### src/rtl/i2cs_pkg.sv
package i2cs_pkg;
   typedef enum logic [2:0] {
      ST_IDLE,   // waiting for START
      ST_RECV,   // shifting in a byte
      ST_ACK,    // ninth clock of a received byte
      ST_HOLD,   // SCL held low for the processor
      ST_SEND,   // shifting out a byte
      ST_MACK,   // ninth clock of a sent byte
      ST_SKIP    // not addressed, wait for START
   } st_e;
endpackage

### src/rtl/i2cs_sync.sv
module i2cs_sync #(
   parameter int W      = 2,
   parameter int STAGES = 2
) (
   input  logic         clk,
   input  logic         rst_n,
   input  logic [W-1:0] d,
   output logic [W-1:0] q
);
   if (STAGES < 2) begin : g_bad_stages
      $error("i2cs_sync: STAGES must be at least 2");
   end

   for (genvar i = 0; i < W; i++) begin : g_line
      logic [STAGES-1:0] chain;
      always_ff @(posedge clk or negedge rst_n) begin
         if (!rst_n) chain <= '1;
         else        chain <= {chain[STAGES-2:0], d[i]};
      end
      assign q[i] = chain[STAGES-1];
   end
endmodule

### src/rtl/i2cs_events.sv
module i2cs_events (
   input  logic clk,
   input  logic rst_n,
   input  logic scl_s,
   input  logic sda_s,
   output logic scl_rise,
   output logic scl_fall,
   output logic start_ev,
   output logic stop_ev
);
   logic scl_d, sda_d;

   always_ff @(posedge clk or negedge rst_n) begin
      if (!rst_n) begin
         scl_d <= 1'b1;
         sda_d <= 1'b1;
      end else begin
         scl_d <= scl_s;
         sda_d <= sda_s;
      end
   end

   assign scl_rise = scl_s & ~scl_d;
   assign scl_fall = ~scl_s & scl_d;
   assign start_ev = scl_s & scl_d & sda_d & ~sda_s;
   assign stop_ev  = scl_s & scl_d & ~sda_d & sda_s;
endmodule

### src/rtl/i2cs_regs.sv
module i2cs_regs #(
   parameter int DW = 8
) (
   input  logic          clk,
   input  logic          rst_n,
   // processor side
   input  logic [DW-1:0] wdata,
   input  logic          wr,
   input  logic          rd,
   input  logic          irq_clr,
   input  logic          ovf_clr,
   input  logic          rel_set,
   // protocol side
   input  logic          rx_load,
   input  logic [DW-1:0] rx_data,
   input  logic          rw_load,
   input  logic          rw_val,
   input  logic          rw_clr,
   input  logic          irq_set,
   input  logic          ovf_set,
   input  logic          hold_begin,
   input  logic          idle_reset,
   input  logic          tx_shift,
   // state
   output logic [DW-1:0] buf_q,
   output logic          full,
   output logic          ovf,
   output logic          irq,
   output logic          rw,
   output logic          rel,
   output logic          loaded,
   output logic          tx_msb
);
   logic [DW-1:0] tx_sh;

   always_ff @(posedge clk or negedge rst_n) begin
      if (!rst_n) begin
         buf_q  <= '0;
         tx_sh  <= '0;
         full   <= 1'b0;
         ovf    <= 1'b0;
         irq    <= 1'b0;
         rw     <= 1'b0;
         rel    <= 1'b0;
         loaded <= 1'b0;
      end else begin
         if (rx_load)  buf_q <= rx_data;
         else if (wr)  buf_q <= wdata;

         if (wr)            tx_sh <= wdata;
         else if (tx_shift) tx_sh <= {tx_sh[DW-2:0], 1'b0};

         if (rx_load)               full <= 1'b1;
         else if (rd || idle_reset) full <= 1'b0;

         if (ovf_set)      ovf <= 1'b1;
         else if (ovf_clr) ovf <= 1'b0;

         if (irq_set)      irq <= 1'b1;
         else if (irq_clr) irq <= 1'b0;

         if (idle_reset || rw_clr) rw <= 1'b0;
         else if (rw_load)         rw <= rw_val;

         if (wr)              loaded <= 1'b1;
         else if (hold_begin) loaded <= 1'b0;

         if (hold_begin)              rel <= 1'b0;
         else if (rel_set && loaded)  rel <= 1'b1;
      end
   end

   assign tx_msb = tx_sh[DW-1];
endmodule

### src/rtl/i2c_slave_stretch.sv
module i2c_slave_stretch #(
   parameter int AW          = 7,
   parameter int DW          = 8,
   parameter int SYNC_STAGES = 2
) (
   input  logic          clk,
   input  logic          rst_n,
   input  logic          scl_i,
   input  logic          sda_i,
   output logic          scl_pull_o,
   output logic          sda_pull_o,
   input  logic [AW-1:0] own_addr_i,
   input  logic [DW-1:0] buf_wdata_i,
   input  logic          buf_wr_i,
   input  logic          buf_rd_i,
   output logic [DW-1:0] buf_rdata_o,
   output logic          buf_full_o,
   output logic          ovf_o,
   input  logic          ovf_clr_i,
   output logic          irq_o,
   input  logic          irq_clr_i,
   input  logic          rel_set_i,
   output logic          rel_o,
   output logic          rw_o
);
   import i2cs_pkg::*;

   localparam int CW = $clog2(DW + 1);
   localparam logic [CW-1:0] LAST_RX = CW'(DW);
   localparam logic [CW-1:0] LAST_TX = CW'(DW - 1);

   if (AW != DW - 1) begin : g_bad_width
      $error("i2c_slave_stretch: AW must equal DW-1");
   end

   // line conditioning
   logic [1:0] line_s;
   logic       scl_s, sda_s;
   logic       scl_rise, scl_fall, ev_start, ev_stop;

   i2cs_sync #(.W(2), .STAGES(SYNC_STAGES)) u_sync (
      .clk   (clk),
      .rst_n (rst_n),
      .d     ({scl_i, sda_i}),
      .q     (line_s)
   );
   assign scl_s = line_s[1];
   assign sda_s = line_s[0];

   i2cs_events u_ev (
      .clk      (clk),
      .rst_n    (rst_n),
      .scl_s    (scl_s),
      .sda_s    (sda_s),
      .scl_rise (scl_rise),
      .scl_fall (scl_fall),
      .start_ev (ev_start),
      .stop_ev  (ev_stop)
   );

   // protocol state
   st_e           st;
   logic [CW-1:0] cnt;
   logic [DW-1:0] rx_sh;
   logic          is_addr, ack_drv, go_send, drop, mack;

   logic tx_loaded, tx_msb, rel_q;
   logic addr_hit, byte_end, accept, refuse;
   logic rx_load, rw_load, irq_set, ovf_set, hold_begin, idle_reset, tx_shift;

   assign addr_hit = (rx_sh[DW-1:1] == own_addr_i);
   assign byte_end = (st == ST_RECV) && scl_fall && (cnt == LAST_RX);
   assign accept   = !buf_full_o && (!is_addr || addr_hit);
   assign refuse   = buf_full_o && (!is_addr || addr_hit);

   assign rx_load    = byte_end && accept;
   assign rw_load    = byte_end && accept && is_addr;
   assign ovf_set    = byte_end && refuse;
   assign irq_set    = scl_fall && ((st == ST_ACK) || (st == ST_MACK));
   assign hold_begin = scl_fall && (((st == ST_ACK) && !drop && go_send) ||
                                    ((st == ST_MACK) && !mack));
   assign idle_reset = scl_fall && (st == ST_MACK) && mack;
   assign tx_shift   = scl_fall && (st == ST_SEND);

   always_ff @(posedge clk or negedge rst_n) begin
      if (!rst_n) begin
         st      <= ST_IDLE;
         cnt     <= '0;
         rx_sh   <= '0;
         is_addr <= 1'b0;
         ack_drv <= 1'b0;
         go_send <= 1'b0;
         drop    <= 1'b0;
         mack    <= 1'b1;
      end else if (ev_stop) begin
         st <= ST_IDLE;
      end else if (ev_start) begin
         st      <= ST_RECV;
         cnt     <= '0;
         is_addr <= 1'b1;
      end else begin
         unique case (st)
            ST_RECV: begin
               if (scl_rise) begin
                  rx_sh <= {rx_sh[DW-2:0], sda_s};
                  cnt   <= cnt + 1'b1;
               end else if (byte_end) begin
                  if (is_addr && !addr_hit) begin
                     st <= ST_SKIP;
                  end else begin
                     st      <= ST_ACK;
                     ack_drv <= accept;
                     go_send <= is_addr && rx_sh[0] && accept;
                     drop    <= is_addr && !accept;
                  end
               end
            end
            ST_ACK: begin
               if (scl_fall) begin
                  cnt     <= '0;
                  is_addr <= 1'b0;
                  ack_drv <= 1'b0;
                  if (drop)         st <= ST_SKIP;
                  else if (go_send) st <= ST_HOLD;
                  else              st <= ST_RECV;
               end
            end
            ST_HOLD: begin
               if (rel_q) begin
                  st  <= ST_SEND;
                  cnt <= '0;
               end
            end
            ST_SEND: begin
               if (scl_fall) begin
                  if (cnt == LAST_TX) begin
                     st  <= ST_MACK;
                     cnt <= '0;
                  end else begin
                     cnt <= cnt + 1'b1;
                  end
               end
            end
            ST_MACK: begin
               if (scl_rise) mack <= sda_s;
               else if (scl_fall) st <= mack ? ST_IDLE : ST_HOLD;
            end
            default: ;
         endcase
      end
   end

   i2cs_regs #(.DW(DW)) u_regs (
      .clk        (clk),
      .rst_n      (rst_n),
      .wdata      (buf_wdata_i),
      .wr         (buf_wr_i),
      .rd         (buf_rd_i),
      .irq_clr    (irq_clr_i),
      .ovf_clr    (ovf_clr_i),
      .rel_set    (rel_set_i),
      .rx_load    (rx_load),
      .rx_data    (rx_sh),
      .rw_load    (rw_load),
      .rw_val     (rx_sh[0]),
      .rw_clr     (ev_stop),
      .irq_set    (irq_set),
      .ovf_set    (ovf_set),
      .hold_begin (hold_begin),
      .idle_reset (idle_reset),
      .tx_shift   (tx_shift),
      .buf_q      (buf_rdata_o),
      .full       (buf_full_o),
      .ovf        (ovf_o),
      .irq        (irq_o),
      .rw         (rw_o),
      .rel        (rel_q),
      .loaded     (tx_loaded),
      .tx_msb     (tx_msb)
   );

   assign rel_o      = rel_q;
   assign scl_pull_o = (st == ST_HOLD);
   assign sda_pull_o = ((st == ST_ACK) && ack_drv) || ((st == ST_SEND) && !tx_msb);
endmodule

### config.mk
export PLATFORM = sky130hd
export DESIGN_NAME = i2c_slave_stretch
export DESIGN_NICKNAME = d
export VERILOG_FILES = /design/src/rtl/i2cs_pkg.sv /design/src/rtl/i2cs_sync.sv /design/src/rtl/i2cs_events.sv /design/src/rtl/i2cs_regs.sv /design/src/rtl/i2c_slave_stretch.sv
export SDC_FILE = /design/constraint.sdc
export NUM_CORES = 1
export LEC_CHECK = 0
export BUFFER_PORTS_ARGS = -buffer_cell sky130_fd_sc_hd__buf_2
export CAP_MARGIN = 20
export CORE_ASPECT_RATIO = 1.2
export CORE_MARGIN = 1.5
export CORE_UTILIZATION = 40
export DETAILED_ROUTE_END_ITERATION = 8
export PLACE_DENSITY = 0.56
export RECOVER_POWER = 50
export SYNTH_ARGS = -nofsm -noshare
export SYNTH_HDL_FRONTEND = slang
export SYNTH_SLANG_ARGS = --single-unit
### constraint.sdc
create_clock -name clk -period 5.9 [get_ports clk]
set_input_delay 0.295 -clock clk [delete_from_list [all_inputs] [get_ports clk]]
set_output_delay 0.295 -clock clk [all_outputs]
set_load 0.03 [all_outputs]
Yosys cells after proc, flatten, opt, wreduce, memory -nomap -nowiden
Index checks and enable logic that the tools add are counted.
{ "classes": {"addsub": 1, "n_eq_ne": 24, "n_mux": 45, "bitwise": 15, "reduce_logical": 55} }
{ "ops": {"columns": ["op", "count"], "rows": [
  ["3-bit two-way mux", 12],
  ["8-bit two-way mux", 4],
  ["4-bit by 3-bit inequality test with 1-bit output (second input constant)", 7],
  ["4-bit two-way mux", 6],
  ["1-bit logical AND", 22],
  ["2-bit nonzero test", 11],
  ["1-bit two-way mux", 18],
  ["4-bit one-hot mux with 4 select lines", 1],
  ["3-bit one-hot mux with 5 select lines", 1],
  ["6-bit AND reduction", 2],
  ["3-bit inequality test (second input constant)", 3],
  ["9-bit AND reduction", 1],
  ["2-bit inequality test (second input constant)", 4],
  ["1-bit inverter", 8],
  ["4-bit AND reduction", 2],
  ["1-bit bitwise AND", 7],
  ["7-bit == test", 1],
  ["1-bit zero test", 7],
  ["7-bit AND reduction", 1],
  ["7-bit nonzero test", 1],
  ["3-bit by 2-bit == test with 1-bit output (second input constant)", 2],
  ["3-bit == test (second input constant)", 2],
  ["1-bit logical OR", 6],
  ["5-bit nonzero test", 1],
  ["9 further kinds", 10]
]} }
{ "word_totals": {"reg_bits": 48, "in_bits": 24, "out_inout_bits": 15, "elab_cells": 160} }

Logic depth before layout (Yosys ltp)
{ "depth": {"word_depth": 9, "depth_mapped": 7, "ltp_nobuf": 7} }

Cells and area by module
A second synthesis with hierarchy kept.
{ "hier_totals": {"hier_cells": 240, "hier_area_um2": 2516.2} }
{ "modules_own_cells": {"columns": ["mod", "n_inst", "cells_per_inst", "area_each_um2", "seq_area_each_um2"], "rows": [
  ["i2c_slave_stretch", 1, 141, 1346.3, 501.7],
  ["i2cs_regs", 1, 87, 964.7, 550.5],
  ["i2cs_sync", 1, 6, 120.1, 105.1],
  ["i2cs_events", 1, 6, 85.1, 52.6]
]} }

Least setup slack after synthesis
OpenSTA, ideal clock, no wires.
{ "synth_timing": {"path_kind": "register to register", "start": "reg u_sync.g_line[1].chain[1]", "end": "reg cnt[0]", "setup_time_ns": 0.127, "arrival_ns": 1.878, "required_time_ns": 5.773, "path_slack_ns": 3.894, "stages_incl_launch_ff": 8, "n_path_buf": 2, "period_less_slack_ns": 2.006, "path_cell_list": "dfstp_2 > buf_2 > nor2b_2 > and3_1 > buf_4 > o41ai_4 > nand2_1 > mux2_1"} }
{ "synth_between": {"elab_chain_len": 5, "word_cells_on_any_way": 16, "cone_classes": "eq/ne: 4; mux: 1; bitwise: 9; reduce/logical: 2"} }
{ "synth_lines": {"columns": ["element", "line", "source"], "rows": [
  ["from (decl)", "i2cs_sync.sv:15", "logic [STAGES-1:0] chain;"],
  ["from (signal assigned)", "i2cs_sync.sv:18", "else chain <= {chain[STAGES-2:0], d[i]};"],
  ["1-bit bitwise AND", "i2cs_events.sv:25, i2cs_events.sv:26", null],
  ["1-bit bitwise AND, on equally long branches (2 in a row)", "i2cs_events.sv:25, i2cs_events.sv:26", null],
  ["3-bit inequality test (no source line), or another cell as far along", null, null],
  ["6-bit AND reduction (no source line)", null, null],
  ["to (signal assigned)", "i2c_slave_stretch.sv:106", "cnt <= cnt + 1'b1;"],
  ["to (signal assigned)", "i2c_slave_stretch.sv:140", "cnt <= cnt + 1'b1;"],
  ["to (decl)", "i2c_slave_stretch.sv:63", "logic [CW-1:0] cnt;"]
]} }
Several ways; a longest one is shown, not always the timed one.
A chain may end at the register's enable or synchronous reset.

Worst setup path after layout
{ "layout_timing": {"start": "reg st[0]", "end": "reg cnt[0]"} }
{ "layout_between": {"elab_chain_len": 3, "word_cells_on_any_way": 12, "cone_classes": "eq/ne: 8; mux: 2; reduce/logical: 2"} }
{ "layout_lines": {"columns": ["element", "line", "source"], "rows": [
  ["from (decl)", "i2c_slave_stretch.sv:62", "st_e st;"],
  ["from (signal assigned)", "i2c_slave_stretch.sv:146", "else if (scl_fall) st <= mack ? ST_IDLE : ST_HOLD;"],
  ["3-bit == test, or another cell as far along", "i2c_slave_stretch.sv:102", "unique case (st)"],
  ["3-bit inequality test (no source line), or another cell as far along", null, null],
  ["6-bit AND reduction (no source line) / 4-bit two-way mux (equally long branches)", null, null]
]} }
Several ways; a longest one is shown, not always the timed one.

==> qor.yml <==
status: "finished with violations"
violations: "max-capacitance violations, max-slew violations"
ys_ff_latch: 48
leakage_nw: 1.33
cts_num_sinks: 48
seq_area_frac_synth: 0.456
die_area_sq_mm: 0.00713
cts.clk_slew.worst_paths_ps: 100
portBuffers: 38
cts_buffer_depth: 2
holdWs_ps: 76.0
antennaDiodeCount: 0
clk_latency_ps: 310
p_sw_frac: 0.440
grt_pass1_vias: 2033
fillers: 650
avgSynthCellArea_sq_um: 9.86
final.period_utilization: 0.430
p_int_w: 0.000721
cp-end-kind: "register"
dieWidth_microns: 77.3
relSlewSlack: -0.723
num_vias: 2049
drv_slew: 49
dieHeight_microns: 92.2
p_clk_frac: 0.157
synth_async_sr_flop_share: 1.00
ant_nets: 0
grt_setup_unrepaired: "false"
synth_area_sq_mm: 0.00265
hp-class: "input pin to register"
overflow: 0
dpl_cell_area_sq_mm: 0.00288
cts_root_buf: "clkbuf_8"
row_count: 32
timing.fmax_ghz: 0.394
route.detailed.drc: 0
syn_inst: 269
hpwlAfterDp_microns: 4610
maxCapViolations: 1
power.switching_w: 0.000566
grt_util_all_layers: 0.191
design_area_sq_mm: 0.00297
layout.area.seq_sq_mm: 0.00121
yosys_warnings: 0
firstDrtPassIters: 4
start_util: 0.414
cts_tree: "built"
worst_setup_path_start_kind: "register"
wire_per_inst_microns: 16.3
netlist-cell-type-count: 53
tightestPinTransition_ps: 2580
antenna_found_initial: 0
gp_congestion: 0.809
power_frac_comb: 0.424
dr.first_iter.drc_count: 138
fin_setup_tns_ps: 0
hold_depth: 1
hold_path_startpoint: "sda_i"
setup_violations: 0
ir_worst_vdd_uv: 173
hold_viol_final: 0
hold_buffers: 0
io_pins: 39
whs_endpoint: "u_sync.g_line[0].chain[0]"
drt-total-wl_microns: 6330
critPathKind: "register to register"
r2r_slack_ps: 3360
worstPathRequired_ps: 6080
multiInputGateArea_sq_mm: 0.00130
drive_gt1_frac: 0.253
period_needed_ps: 2540
grt_pass1_wl_microns: 10600
reg2regPathDepth: 5
core_sq_mm: 0.00641
grt_max_degree: 49
critical_path_arrival_ps: 2720
cp_max_fo: 17
cts_resized: 0
synth_ff_type: "dfrtp_1"
rr_startpoint: "st[0]"
synth_edf_count: 0
syn_to_final_growth_pct: 11.9
syn_nets: 295
numCtsBuffers: 5
pwr-share-seq: 0.419
fin_skew_ps: 10.9
powerDensity_mw_per_mm2: 434
place_inst: 381
final_nets: 329
cts.htree.levels: 2
rr_endpoint: "cnt[0]"
viasPerCell: 5.27
cts_setup_buffers: 0
layout.cells.non_filler: 389
## power groups by stage
stage	Combinational, W	Sequential, W	Clock [W]
after floorplan	0.000413	0.000536	0
after global placement	0.000543	0.000540	0
after detailed placement	0.000545	0.000544	0
after CTS	0.000548	0.000538	0.000209
after global routing	0.000604	0.000557	0.000224
final	0.000545	0.000540	0.000202
## per-stage QoR
stage / utilization / setup WS (ps) / total power (W)
2_1_floorplan: - / 3890 / 0.000949
3_3_place_gp: 0.450 / 3460 / 0.00108
3_5_place_dp: 0.450 / 3360 / 0.00109
4_1_cts: 0.464 / 3350 / 0.00129
5_1_grt: 0.463 / 2950 / 0.00139
6_report: 0.463 / 3360 / 0.00129
## worst max-delay path, stage by stage (launching register included)
cell and delay [ps]:
dfrtp_1 650, or3b_1 420, nor2_1 640, o31ai_1 220, nand2_1 160, mux2_1 330
## Yosys cell counts (5+ instances only)
library cell	number	area [sq um]
a21oi_1	7	35.0
clkbuf_1	5	18.8
dfrtp_1	41	1030
dfstp_2	7	184
inv_1	19	71.3
mux2_2	10	113
mux2i_1	8	80.1
nand2_1	44	165
nand2b_1	5	31.3
nand3_1	5	25.0
nor2_1	18	67.6
o21ai_0	25	125
xor2_1	5	43.8
## logic make-up (layout without fill, tap and decap cells)
logic type      count (synthesis)  in the layout  synth area share
xor+xnor                        9              9            0.0297
simple gates                  104            104             0.210
fa+ha+maj                       2              2           0.00943
flops                          48             48             0.456
mux                            20             20            0.0811
compound gates                 55             55             0.159
buf+inv                        31             66            0.0547
## layer usage
metal | part of all wire | GRT usage | vias to the layer above | wire (microns)
li1 | - | - | 998 | -
met1 | 0.44 | 0.244 | 990 | 2770
met2 | 0.50 | 0.325 | 53 | 3190
met3 | 0.042 | 0.0318 | 8 | 264
met4 | 0.017 | 0.0621 | 0 | 105
met5 | 0 | 0 | - | 0
## cell type report
class                   instances  share of cell area
flip-flops and latches         48               0.408
clock buffers                   5              0.0232
well taps                      85              0.0358
multi-input cells             190               0.437
clock inverters                 3             0.00717
inverters                      19              0.0240
repair buffers                 39              0.0649
## registers in the layout (all words and copies together) (netlist names), 3 cells and up
signal,flops
rx_sh,8
u_regs.buf_q,8
u_regs.tx_sh,8
cnt,4
u_sync.g_line.chain,4
st,3
## layout by cell type (no fill, tap or decap), types with 2 or more instances in the layout
cell	instances
dfstp_1	2
a31oi_1	2
o221ai_1	2
nor2b_1	2
buf_2	37
nor2_1	18
mux2_2	10
and3_1	4
inv_1	19
nor4_1	2
xor2_1	5
clkbuf_1	2
mux2i_1	8
a21oi_1	7
dfstp_2	5
mux2_1	2
nand2_1	44
xnor2_1	4
nand2b_1	5
ha_1	2
nand3_1	5
o21ai_0	25
o22ai_1	4
o31ai_1	2
nor3b_1	2
nor3_1	4
or3b_4	2
nand3_2	2
dfrtp_1	41
clkbuf_8	5
nand4_1	2
nand3b_1	4
## how the worst max path moves through the flow
stage | start | endpoint | cells past startpoint
2_1_floorplan | u_sync.g_line[1].chain[1] | cnt[0] | 7
3_3_place_gp | st[0] | cnt[0] | 5
3_5_place_dp | st[0] | cnt[0] | 5
4_1_cts | st[0] | cnt[0] | 5
5_1_grt | rst_n | rx_sh[1] | 2
6_report | st[0] | cnt[0] | 5
Power figures use the tool's default switching activity.
